### src/rtl/sw_spi_pkg.sv
package sw_spi_pkg;
    localparam int CH_N    = 8;
    localparam int ADDR_W  = 3;
    localparam int RSVD_W  = 4;
    localparam int FRAME_W = 1 + ADDR_W + RSVD_W + CH_N;
    localparam int ADDR_LSB = CH_N + RSVD_W;
    localparam int NREG    = (1 << ADDR_W) - 1;

    typedef enum logic [1:0] {
        ST_IDLE   = 2'd0,
        ST_ACTIVE = 2'd1,
        ST_COMMIT = 2'd2
    } spi_state_e;

    typedef enum logic [ADDR_W-1:0] {
        A_NONE  = 3'd0,
        A_MAP   = 3'd1,
        A_BOOL  = 3'd2,
        A_OVLD  = 3'd3,
        A_OTMP  = 3'd4,
        A_SLEW  = 3'd5,
        A_STATE = 3'd6,
        A_CTRL  = 3'd7
    } reg_addr_e;
endpackage

### src/rtl/sw_spi_sync.sv
module sw_spi_sync #(
    parameter int WIDTH  = 3,
    parameter int STAGES = 2,
    parameter logic [WIDTH-1:0] RST_VAL = '0
) (
    input  logic             clk,
    input  logic             rst_n,
    input  logic [WIDTH-1:0] d,
    output logic [WIDTH-1:0] q
);
    logic [WIDTH-1:0] stage_q [STAGES];

    generate
        for (genvar s = 0; s < STAGES; s++) begin : g_stage
            always_ff @(posedge clk or negedge rst_n) begin
                if (!rst_n)
                    stage_q[s] <= RST_VAL;
                else if (s == 0)
                    stage_q[s] <= d;
                else
                    stage_q[s] <= stage_q[(s == 0) ? 0 : s-1];
            end
        end
    endgenerate

    assign q = stage_q[STAGES-1];
endmodule

### src/rtl/sw_spi_shift.sv
module sw_spi_shift
    import sw_spi_pkg::*;
#(
    parameter int W = FRAME_W
) (
    input  logic              clk,
    input  logic              rst_n,
    input  logic              load,
    input  logic [W-1:0]      load_val,
    input  logic              sample,
    input  logic              shift,
    input  logic              si_bit,
    output logic              so_bit,
    output logic              frame_ok,
    output logic              f_wr,
    output logic [ADDR_W-1:0] f_addr,
    output logic [CH_N-1:0]   f_data
);
    localparam int CW = $clog2(W);

    logic [W-1:0]  sreg_q;
    logic          rx_q;
    logic [CW-1:0] cnt_q;
    logic          seen_q;

    always_ff @(posedge clk or negedge rst_n) begin
        if (!rst_n) begin
            sreg_q <= '0;
            rx_q   <= 1'b0;
            cnt_q  <= '0;
            seen_q <= 1'b0;
        end else if (load) begin
            sreg_q <= load_val;
            cnt_q  <= '0;
            seen_q <= 1'b0;
        end else begin
            if (sample)
                rx_q <= si_bit;
            if (shift) begin
                sreg_q <= {sreg_q[W-2:0], rx_q};
                seen_q <= 1'b1;
                cnt_q  <= (cnt_q == CW'(W-1)) ? '0 : cnt_q + 1'b1;
            end
        end
    end

    assign so_bit   = sreg_q[W-1];
    assign frame_ok = seen_q && (cnt_q == '0);
    assign f_wr     = sreg_q[W-1];
    assign f_addr   = sreg_q[ADDR_LSB +: ADDR_W];
    assign f_data   = sreg_q[CH_N-1:0];


    so_hold_chk: assert property (@(posedge clk) disable iff (!rst_n)
        (!shift && !load) |=> $stable(so_bit));
endmodule

### src/rtl/sw_spi_regfile.sv
module sw_spi_regfile
    import sw_spi_pkg::*;
#(
    parameter int NCH = CH_N,
    parameter logic [NCH-1:0] MAP_RST = NCH'(8)
) (
    input  logic              clk,
    input  logic              rst_n,
    input  logic              wr_en,
    input  logic [ADDR_W-1:0] wr_addr,
    input  logic [NCH-1:0]    wr_data,
    input  logic [ADDR_W-1:0] rd_addr,
    input  logic [NCH-1:0]    out_state,
    output logic [NCH-1:0]    rd_data,
    output logic [NCH-1:0]    map_o,
    output logic [NCH-1:0]    bool_o,
    output logic [NCH-1:0]    ovld_o,
    output logic [NCH-1:0]    otmp_o,
    output logic [NCH-1:0]    slew_o,
    output logic [NCH-1:0]    ctrl_o
);
    logic [NREG:1][NCH-1:0] regs_q;
    logic [NREG:1]          wr_hit;

    generate
        for (genvar a = 1; a <= NREG; a++) begin : g_reg
            if (a == int'(A_STATE)) begin : g_ro
                assign wr_hit[a] = 1'b0;
                assign regs_q[a] = out_state;
            end else begin : g_rw
                localparam logic [NCH-1:0] RV = (a == int'(A_MAP)) ? MAP_RST : '0;
                assign wr_hit[a] = wr_en && (wr_addr == ADDR_W'(a));
                always_ff @(posedge clk or negedge rst_n) begin
                    if (!rst_n)
                        regs_q[a] <= RV;
                    else if (wr_hit[a])
                        regs_q[a] <= wr_data;
                end
            end
        end
    endgenerate

    always_comb begin
        if (rd_addr == A_NONE)
            rd_data = '0;
        else
            rd_data = regs_q[rd_addr];
    end

    assign map_o  = regs_q[A_MAP];
    assign bool_o = regs_q[A_BOOL];
    assign ovld_o = regs_q[A_OVLD];
    assign otmp_o = regs_q[A_OTMP];
    assign slew_o = regs_q[A_SLEW];
    assign ctrl_o = regs_q[A_CTRL];


    reg_hold_chk: assert property (@(posedge clk) disable iff (!rst_n)
        !wr_en |=> $stable({map_o, bool_o, ovld_o, otmp_o, slew_o, ctrl_o}));


    ro_addr_chk: assert property (@(posedge clk) disable iff (!rst_n)
        (wr_en && (wr_addr == A_NONE || wr_addr == A_STATE))
            |=> $stable({map_o, bool_o, ovld_o, otmp_o, slew_o, ctrl_o}));


    one_write_chk: assert property (@(posedge clk) disable iff (!rst_n)
        $onehot0(wr_hit));
endmodule

### src/rtl/sw_spi_regs.sv
module sw_spi_regs
    import sw_spi_pkg::*;
#(
    parameter int SYNC_STAGES = 2,
    parameter logic [CH_N-1:0] MAP_RST = CH_N'(8)
) (
    input  logic            clk,
    input  logic            rst_n,
    input  logic            sclk,
    input  logic            cs_n,
    input  logic            si,
    output logic            so_d,
    output logic            so_oe,
    input  logic [CH_N-1:0] out_state_i,
    input  logic [CH_N-1:0] diag_i,
    output logic [CH_N-1:0] map_o,
    output logic [CH_N-1:0] bool_o,
    output logic [CH_N-1:0] ovld_o,
    output logic [CH_N-1:0] otmp_o,
    output logic [CH_N-1:0] slew_o,
    output logic [CH_N-1:0] ctrl_o
);
    logic [2:0] sync_q;
    logic       cs_s, sclk_s, si_s;
    logic       cs_d, sclk_d;
    logic       cs_fall, cs_rise, sclk_rise, sclk_fall;

    spi_state_e state_q, state_d;

    logic              load_en, sample_en, shift_en, commit_en;
    logic              so_bit, frame_ok, f_wr;
    logic [ADDR_W-1:0] f_addr;
    logic [CH_N-1:0]   f_data;
    logic [ADDR_W-1:0] rd_ptr_q;
    logic [CH_N-1:0]   rd_data;

    sw_spi_sync #(
        .WIDTH   (3),
        .STAGES  (SYNC_STAGES),
        .RST_VAL (3'b100)
    ) u_sync (
        .clk   (clk),
        .rst_n (rst_n),
        .d     ({cs_n, sclk, si}),
        .q     (sync_q)
    );

    assign cs_s   = sync_q[2];
    assign sclk_s = sync_q[1];
    assign si_s   = sync_q[0];

    always_ff @(posedge clk or negedge rst_n) begin
        if (!rst_n) begin
            cs_d   <= 1'b1;
            sclk_d <= 1'b0;
        end else begin
            cs_d   <= cs_s;
            sclk_d <= sclk_s;
        end
    end

    assign cs_fall   =  cs_d  & ~cs_s;
    assign cs_rise   = ~cs_d  &  cs_s;
    assign sclk_rise = ~sclk_d &  sclk_s;
    assign sclk_fall =  sclk_d & ~sclk_s;

    // state register
    always_ff @(posedge clk or negedge rst_n) begin
        if (!rst_n)
            state_q <= ST_IDLE;
        else
            state_q <= state_d;
    end

    // next state
    always_comb begin
        state_d = state_q;
        unique case (state_q)
            ST_IDLE:   if (cs_fall) state_d = ST_ACTIVE;
            ST_ACTIVE: if (cs_rise) state_d = ST_COMMIT;
            ST_COMMIT: state_d = ST_IDLE;
            default:   state_d = ST_IDLE;
        endcase
    end

    // outputs of the state machine
    always_comb begin
        load_en   = 1'b0;
        sample_en = 1'b0;
        shift_en  = 1'b0;
        commit_en = 1'b0;
        so_oe     = 1'b0;
        unique case (state_q)
            ST_IDLE:   load_en = cs_fall;
            ST_ACTIVE: begin
                so_oe     = 1'b1;
                sample_en = sclk_rise;
                shift_en  = sclk_fall;
            end
            ST_COMMIT: commit_en = 1'b1;
            default:   ;
        endcase
    end

    assign so_d = so_oe & so_bit;

    always_ff @(posedge clk or negedge rst_n) begin
        if (!rst_n)
            rd_ptr_q <= A_NONE;
        else if (commit_en && frame_ok)
            rd_ptr_q <= f_addr;
    end

    sw_spi_shift #(.W(FRAME_W)) u_shift (
        .clk      (clk),
        .rst_n    (rst_n),
        .load     (load_en),
        .load_val ({diag_i, rd_data}),
        .sample   (sample_en),
        .shift    (shift_en),
        .si_bit   (si_s),
        .so_bit   (so_bit),
        .frame_ok (frame_ok),
        .f_wr     (f_wr),
        .f_addr   (f_addr),
        .f_data   (f_data)
    );

    sw_spi_regfile #(.NCH(CH_N), .MAP_RST(MAP_RST)) u_regs (
        .clk       (clk),
        .rst_n     (rst_n),
        .wr_en     (commit_en && frame_ok && f_wr),
        .wr_addr   (f_addr),
        .wr_data   (f_data),
        .rd_addr   (rd_ptr_q),
        .out_state (out_state_i),
        .rd_data   (rd_data),
        .map_o     (map_o),
        .bool_o    (bool_o),
        .ovld_o    (ovld_o),
        .otmp_o    (otmp_o),
        .slew_o    (slew_o),
        .ctrl_o    (ctrl_o)
    );


    so_hiz_chk: assert property (@(posedge clk) disable iff (!rst_n)
        (cs_s && cs_d) |-> (!so_oe && !so_d));


    short_frame_chk: assert property (@(posedge clk) disable iff (!rst_n)
        (state_q == ST_COMMIT && !frame_ok) |=> $stable(rd_ptr_q));
endmodule

### config.mk
export PLATFORM = sky130hd
export DESIGN_NAME = sw_spi_regs
export DESIGN_NICKNAME = d
export VERILOG_FILES = /design/src/rtl/sw_spi_pkg.sv /design/src/rtl/sw_spi_sync.sv /design/src/rtl/sw_spi_shift.sv /design/src/rtl/sw_spi_regfile.sv /design/src/rtl/sw_spi_regs.sv
export SDC_FILE = /design/constraint.sdc
export NUM_CORES = 1
export LEC_CHECK = 0
export ABC_CLOCK_PERIOD_IN_PS = 4300
export BUFFER_PORTS_ARGS = -buffer_cell sky130_fd_sc_hd__buf_2
export CORE_UTILIZATION = 45
export CTS_BUF_LIST = sky130_fd_sc_hd__clkbuf_8
export DETAILED_ROUTE_END_ITERATION = 10
export PLACE_DENSITY = 0.73
export SETUP_SLACK_MARGIN = 0.05
export SLEW_MARGIN = 20
export SYNTH_ARGS = -nofsm -noshare
export SYNTH_HDL_FRONTEND = slang
export SYNTH_HIERARCHICAL = 1
export SYNTH_SLANG_ARGS = --single-unit
### constraint.sdc
create_clock -name clk -period 4.3 [get_ports clk]
set_input_delay 0.215 -clock clk [delete_from_list [all_inputs] [get_ports clk]]
set_output_delay 0.215 -clock clk [all_outputs]
set_load 0.01 [all_outputs]
==> impl_results.html <==
<table>
<tr><th>Metric</th><th>Value</th></tr>
<tr><th colspan="2">Outcome</th></tr>
<tr><td>Result of the run</td><td>finished clean</td></tr>
<tr><th colspan="2">Final layout</th></tr>
<tr><td>Cell area after layout</td><td>around 4600 sq um</td></tr>
<tr><td>Fillers</td><td>745</td></tr>
<tr><td>Post-Layout Cell Count</td><td>476</td></tr>
<tr><td>Most frequent cells in the layout</td><td>sky130_fd_sc_hd__dfrtp_1 (79), sky130_fd_sc_hd__buf_2 (69), sky130_fd_sc_hd__mux2_2 (50)</td></tr>
<tr><td>Antenna diode count</td><td>0</td></tr>
<tr><td>Leading cell type in the layout, fill and taps excluded</td><td>sky130_fd_sc_hd__dfrtp_1</td></tr>
<tr><td>Final Util</td><td>52.2%</td></tr>
<tr><td>Share of final-layout standard cells stronger than drive strength 1</td><td>between 40% and 50%</td></tr>
<tr><td>Final nets</td><td>386</td></tr>
<tr><td>Area growth from synthesis to layout</td><td>12.8%</td></tr>
<tr><th colspan="2">Clocking</th></tr>
<tr><td>Number of sinks on the clock net</td><td>83</td></tr>
<tr><td>Cell chosen for the clock root</td><td>sky130_fd_sc_hd__clkbuf_8</td></tr>
<tr><td>Maximum buffer depth of the clock tree</td><td>2</td></tr>
<tr><td>CTS tree</td><td>yes</td></tr>
<tr><td>Buffers inserted by post-CTS timing repair</td><td>0</td></tr>
<tr><td>Number of levels the H-tree was split into</td><td>3</td></tr>
<tr><td>Clock latency on the worst-skew pair</td><td>0.36 ns</td></tr>
<tr><td>Number of buffers added by the clock tree synthesis step</td><td>9</td></tr>
<tr><td>CTS clock-pin slew for the worst setup and hold paths</td><td>around 0.090 ns</td></tr>
<tr><th colspan="2">Drt</th></tr>
<tr><td>Routed WL</td><td>approximately 8500 um</td></tr>
<tr><td>Routed Antenna Nets</td><td>0</td></tr>
<tr><td>Vias per inst</td><td>5.43</td></tr>
<tr><td>Routed via count</td><td>2587</td></tr>
<tr><td>Number of remaining DRC errors</td><td>0</td></tr>
<tr><td>Number of iterations in the first detailed-routing pass</td><td>4</td></tr>
<tr><td>First DRT Iteration DRCs</td><td>159</td></tr>
<tr><td>Routed length per instance</td><td>17.9 um</td></tr>
<tr><th colspan="2">Critical path</th></tr>
<tr><td>Crit. End Element</td><td>register</td></tr>
<tr><td>Buffers &amp; Inverters on Critical Path</td><td>1</td></tr>
<tr><td>R2R depth</td><td>9</td></tr>
<tr><td>CP Cell Sequence</td><td>inv_1 &gt; ha_1 &gt; nand2_1 &gt; nor3_1 &gt; nand3b_4 &gt; nor2_1 &gt; nand2_1 &gt; nor3_4 &gt; mux2_2</td></tr>
<tr><td>Family with the most delay on the worst path</td><td>simple AND/OR/NAND/NOR gates</td></tr>
<tr><td>Arrival time reported for the critical path endpoint</td><td>between 2 and 3 ns</td></tr>
<tr><td>Cell depth of the worst setup path</td><td>9</td></tr>
<tr><td>Required time of the worst setup path</td><td>4.54 ns</td></tr>
<tr><td>Slowest cell on crit path</td><td>sky130_fd_sc_hd__dfrtp_1</td></tr>
<tr><td>Maximum fanout count along the critical path</td><td>8</td></tr>
<tr><td>Slack of the worst reg-to-reg path</td><td>1.68 ns</td></tr>
<tr><td>Max stage delay on crit path</td><td>0.45 ns</td></tr>
<tr><td>Critical path type</td><td>register to register</td></tr>
<tr><td>Kind of launch point of the worst setup path</td><td>register</td></tr>
<tr><td>Critical path's most frequent cell</td><td>sky130_fd_sc_hd__nand2_1</td></tr>
<tr><th colspan="2">Timing</th></tr>
<tr><td>Post-route minimum period</td><td>2.62 ns</td></tr>
<tr><td>Portion of the clock cycle consumed by the worst path in the final layout</td><td>about three fifths</td></tr>
<tr><td>Final setup TNS</td><td>0 ns</td></tr>
<tr><td>Final hold slack</td><td>0.0696 ns</td></tr>
<tr><td>Number of hold violations in the final report</td><td>0</td></tr>
<tr><td>Slew at the pin with the worst max-slew slack</td><td>1.06 ns</td></tr>
<tr><td>Max-slew violation total from the final report</td><td>0</td></tr>
<tr><td>Worst relative slew slack</td><td>29.0%</td></tr>
<tr><td>RSZ-0062 raised after global routing</td><td>no</td></tr>
<tr><td>Final clock skew</td><td>approximately 0.017 ns</td></tr>
<tr><td>Count of final setup violators</td><td>0</td></tr>
<tr><td>Max frequency</td><td>382 MHz</td></tr>
<tr><th colspan="2">Worst hold path</th></tr>
<tr><td>Hold Path Stages</td><td>3</td></tr>
<tr><td>Path type of the worst min-delay path</td><td>input pin to register</td></tr>
<tr><th colspan="2">Floorplan</th></tr>
<tr><td>Placement row count</td><td>34</td></tr>
<tr><td>Starting Density</td><td>46.3%</td></tr>
<tr><td>Num ports</td><td>71</td></tr>
<tr><td>Die area</td><td>9350 sq um</td></tr>
<tr><td>Core ar.</td><td>8720 sq um</td></tr>
<tr><td>Horiz. Die Dim</td><td>96.7 um</td></tr>
<tr><td>Chip Height</td><td>96.7 um</td></tr>
<tr><th colspan="2">Synth</th></tr>
<tr><td>Seq/Total Area, Yosys</td><td>between 50% and 60%</td></tr>
<tr><td>Share of flip-flops with an asynchronous set or reset after synthesis</td><td>100%</td></tr>
<tr><td>Mean post-synth cell area</td><td>13.0 sq um</td></tr>
<tr><td>Post-synthesis instance total</td><td>310</td></tr>
<tr><td>Fraction of synthesized cell area taken by the top area cell type</td><td>around half</td></tr>
<tr><td>Syn Std Cell Area</td><td>4030 sq um</td></tr>
<tr><td>Synth warn</td><td>6</td></tr>
<tr><td>Number of library cell types mapped by synthesis</td><td>43</td></tr>
<tr><td>Top cells by area, synth</td><td>sky130_fd_sc_hd__dfrtp_1 (49%), sky130_fd_sc_hd__mux2_2 (14%), sky130_fd_sc_hd__mux2i_1 (6.2%), sky130_fd_sc_hd__buf_4 (3.3%), sky130_fd_sc_hd__mux2_4 (3.0%)</td></tr>
<tr><td>Flip-flop and latch count after synthesis</td><td>83</td></tr>
<tr><td>Net count after synthesis</td><td>333</td></tr>
<tr><td>Biggest area consumer among synthesized cells</td><td>sky130_fd_sc_hd__dfrtp_1</td></tr>
<tr><td>Most used flip-flop cell after synthesis</td><td>sky130_fd_sc_hd__dfrtp_1</td></tr>
<tr><td>Number of synthesized flops with an enable pin</td><td>0</td></tr>
<tr><th colspan="2">Placed design</th></tr>
<tr><td>HPWL reported at the end of detailed placement</td><td>5600 um</td></tr>
<tr><td>Placed Area</td><td>between 4000 and 5000 sq um</td></tr>
<tr><td>Last weighted congestion value of the routability-driven placer</td><td>0.776</td></tr>
<tr><td>Total instance count after detailed placement</td><td>~460</td></tr>
<tr><td>Number of buffers added on ports</td><td>70</td></tr>
<tr><th colspan="2">Power</th></tr>
<tr><td>Clk pwr share</td><td>between 20 and 30%</td></tr>
<tr><td>Combinational cell fraction of total power</td><td>19.8%</td></tr>
<tr><td>Peak VDD IR</td><td>0.224 mV</td></tr>
<tr><td>Cell area power density</td><td>472 nW/um^2</td></tr>
<tr><td>Fraction of power consumed by sequential logic</td><td>51.0%</td></tr>
<tr><td>Leakage power</td><td>~2.3 nW</td></tr>
<tr><td>Internal power</td><td>1.43 mW</td></tr>
<tr><td>Switching power</td><td>just over 0.7 mW</td></tr>
<tr><td>Switching Share</td><td>between 30 and 40%</td></tr>
<tr><th colspan="2">Global routing</th></tr>
<tr><td>Number of global-route vias before repair</td><td>about 2600</td></tr>
<tr><td>Total routing resource utilization after global routing</td><td>19.3%</td></tr>
<tr><td>Largest net degree at the start of global routing</td><td>84</td></tr>
<tr><td>Initial antenna violation count</td><td>0</td></tr>
<tr><td>Gr ovfl total</td><td>0</td></tr>
<tr><td>First-pass GRT wire length</td><td>14000 um</td></tr>
<tr><th colspan="2">Flow run</th></tr>
<tr><td>Max-cap violation count</td><td>0</td></tr>
</table>
[tightest hold or removal path, stage by stage]
cell                      delay, ns
sky130_fd_sc_hd__buf_2         0.08
sky130_fd_sc_hd__nand2_1       0.04
sky130_fd_sc_hd__o21ai_1       0.06
[flip-flops by register name, summed over array words and instances (netlist names), 4 cells and up]
register and flops:
u_regs/bool_o 8, u_regs/ovld_o 8, u_regs/ctrl_o 8, u_regs/slew_o 8, u_shift/cnt_q 4, u_regs/otmp_o 8
u_shift/sreg_q 16, u_regs/map_o 8
[per-layer routing]
layer  share of wire, %  track usage, %
met5                  0               0
met4                1.7            8.96
met3                3.3            2.89
met2                 46            28.8
met1                 49            28.0
[per-stage QoR]
step / setup slack, ns / total power, mW
after floorplan: 2.18 / 1.47
after global placement: 1.82 / 1.51
after detailed placement: 1.68 / 1.53
after CTS: 1.67 / 2.16
after global routing: 1.45 / 2.27
final: 1.68 / 2.15
[cell families (layout without fill, tap and decap cells)]
kind of cell	count (synthesis)	in the layout	synth area share, %
buffers and inverters	41	99	7.41
multiplexers	85	85	23.7
flip-flops	83	83	51.6
XOR/XNOR	1	1	0.217
adder cells (fa/ha/maj)	2	2	0.620
AND/OR/NAND/NOR	51	51	8.03
AO/OA/AOI/OAI	47	47	8.41
[repair_timing]
action / CTS / global route
resized for setup: 0 / 0
hold endpoints to repair: 3 / 79
hold buffers: 3 / 1
[path summary, 6_finish.rpt]
| kind | startpoint | endpoint |
|---|---|---|
| setup / recovery | u_shift/cnt_q[0] | u_regs/otmp_o[3] |
| hold / removal | diag_i[0] | u_shift/sreg_q[8] |
| setup reg to reg | u_shift/cnt_q[0] | u_regs/otmp_o[3] |
| hold reg to reg | u_sync/stage_q[3] | u_sync/q[0] |
| max in group asynchronous | rst_n | u_regs/ctrl_o[2] |
| min in group asynchronous | rst_n | u_sync/q[0] |
[synth_stat cells, types with 2 or more instances]
library cell,number
sky130_fd_sc_hd__a311oi_1,8
sky130_fd_sc_hd__and4bb_1,2
sky130_fd_sc_hd__a211oi_1,9
sky130_fd_sc_hd__nor2b_1,9
sky130_fd_sc_hd__a221oi_1,7
sky130_fd_sc_hd__nor3_1,2
sky130_fd_sc_hd__ha_1,2
sky130_fd_sc_hd__o21ai_1,15
sky130_fd_sc_hd__mux2_2,50
sky130_fd_sc_hd__o21ai_0,2
sky130_fd_sc_hd__buf_8,2
sky130_fd_sc_hd__nand2_1,19
sky130_fd_sc_hd__mux2_1,2
sky130_fd_sc_hd__buf_6,4
sky130_fd_sc_hd__nor2_1,5
sky130_fd_sc_hd__nand4b_2,2
sky130_fd_sc_hd__dfrtp_1,79
sky130_fd_sc_hd__clkbuf_1,3
sky130_fd_sc_hd__mux2i_1,25
sky130_fd_sc_hd__mux2_4,8
sky130_fd_sc_hd__inv_1,5
sky130_fd_sc_hd__buf_4,18
sky130_fd_sc_hd__nor3b_1,2
sky130_fd_sc_hd__nand2b_1,2
sky130_fd_sc_hd__buf_2,7
sky130_fd_sc_hd__dfstp_2,4
[area by class of cell]
cell class / instances / area (sq um) / area share [%]
sequential: 83 / 2080 / 45.7
clock inverter: 7 / 101 / 2.23
inverter: 5 / 18.8 / 0.412
multi-input combinational: 186 / 1660 / 36.6
tap: 108 / 135 / 2.97
clock buffer: 9 / 124 / 2.72
timing repair buffer: 78 / 427 / 9.37
[power by group through the flow]
stage | combinational (mW) | clock (mW) | sequential [mW]
5_1_grt | 0.468 | 0.676 | 1.12
6_report | 0.425 | 0.628 | 1.10
4_1_cts | 0.425 | 0.640 | 1.09
2_1_floorplan | 0.498 | 0 | 0.974
3_5_place_dp | 0.423 | 0 | 1.11
3_3_place_gp | 0.411 | 0 | 1.10
No activity file was read; power rests on OpenSTA's default activity.
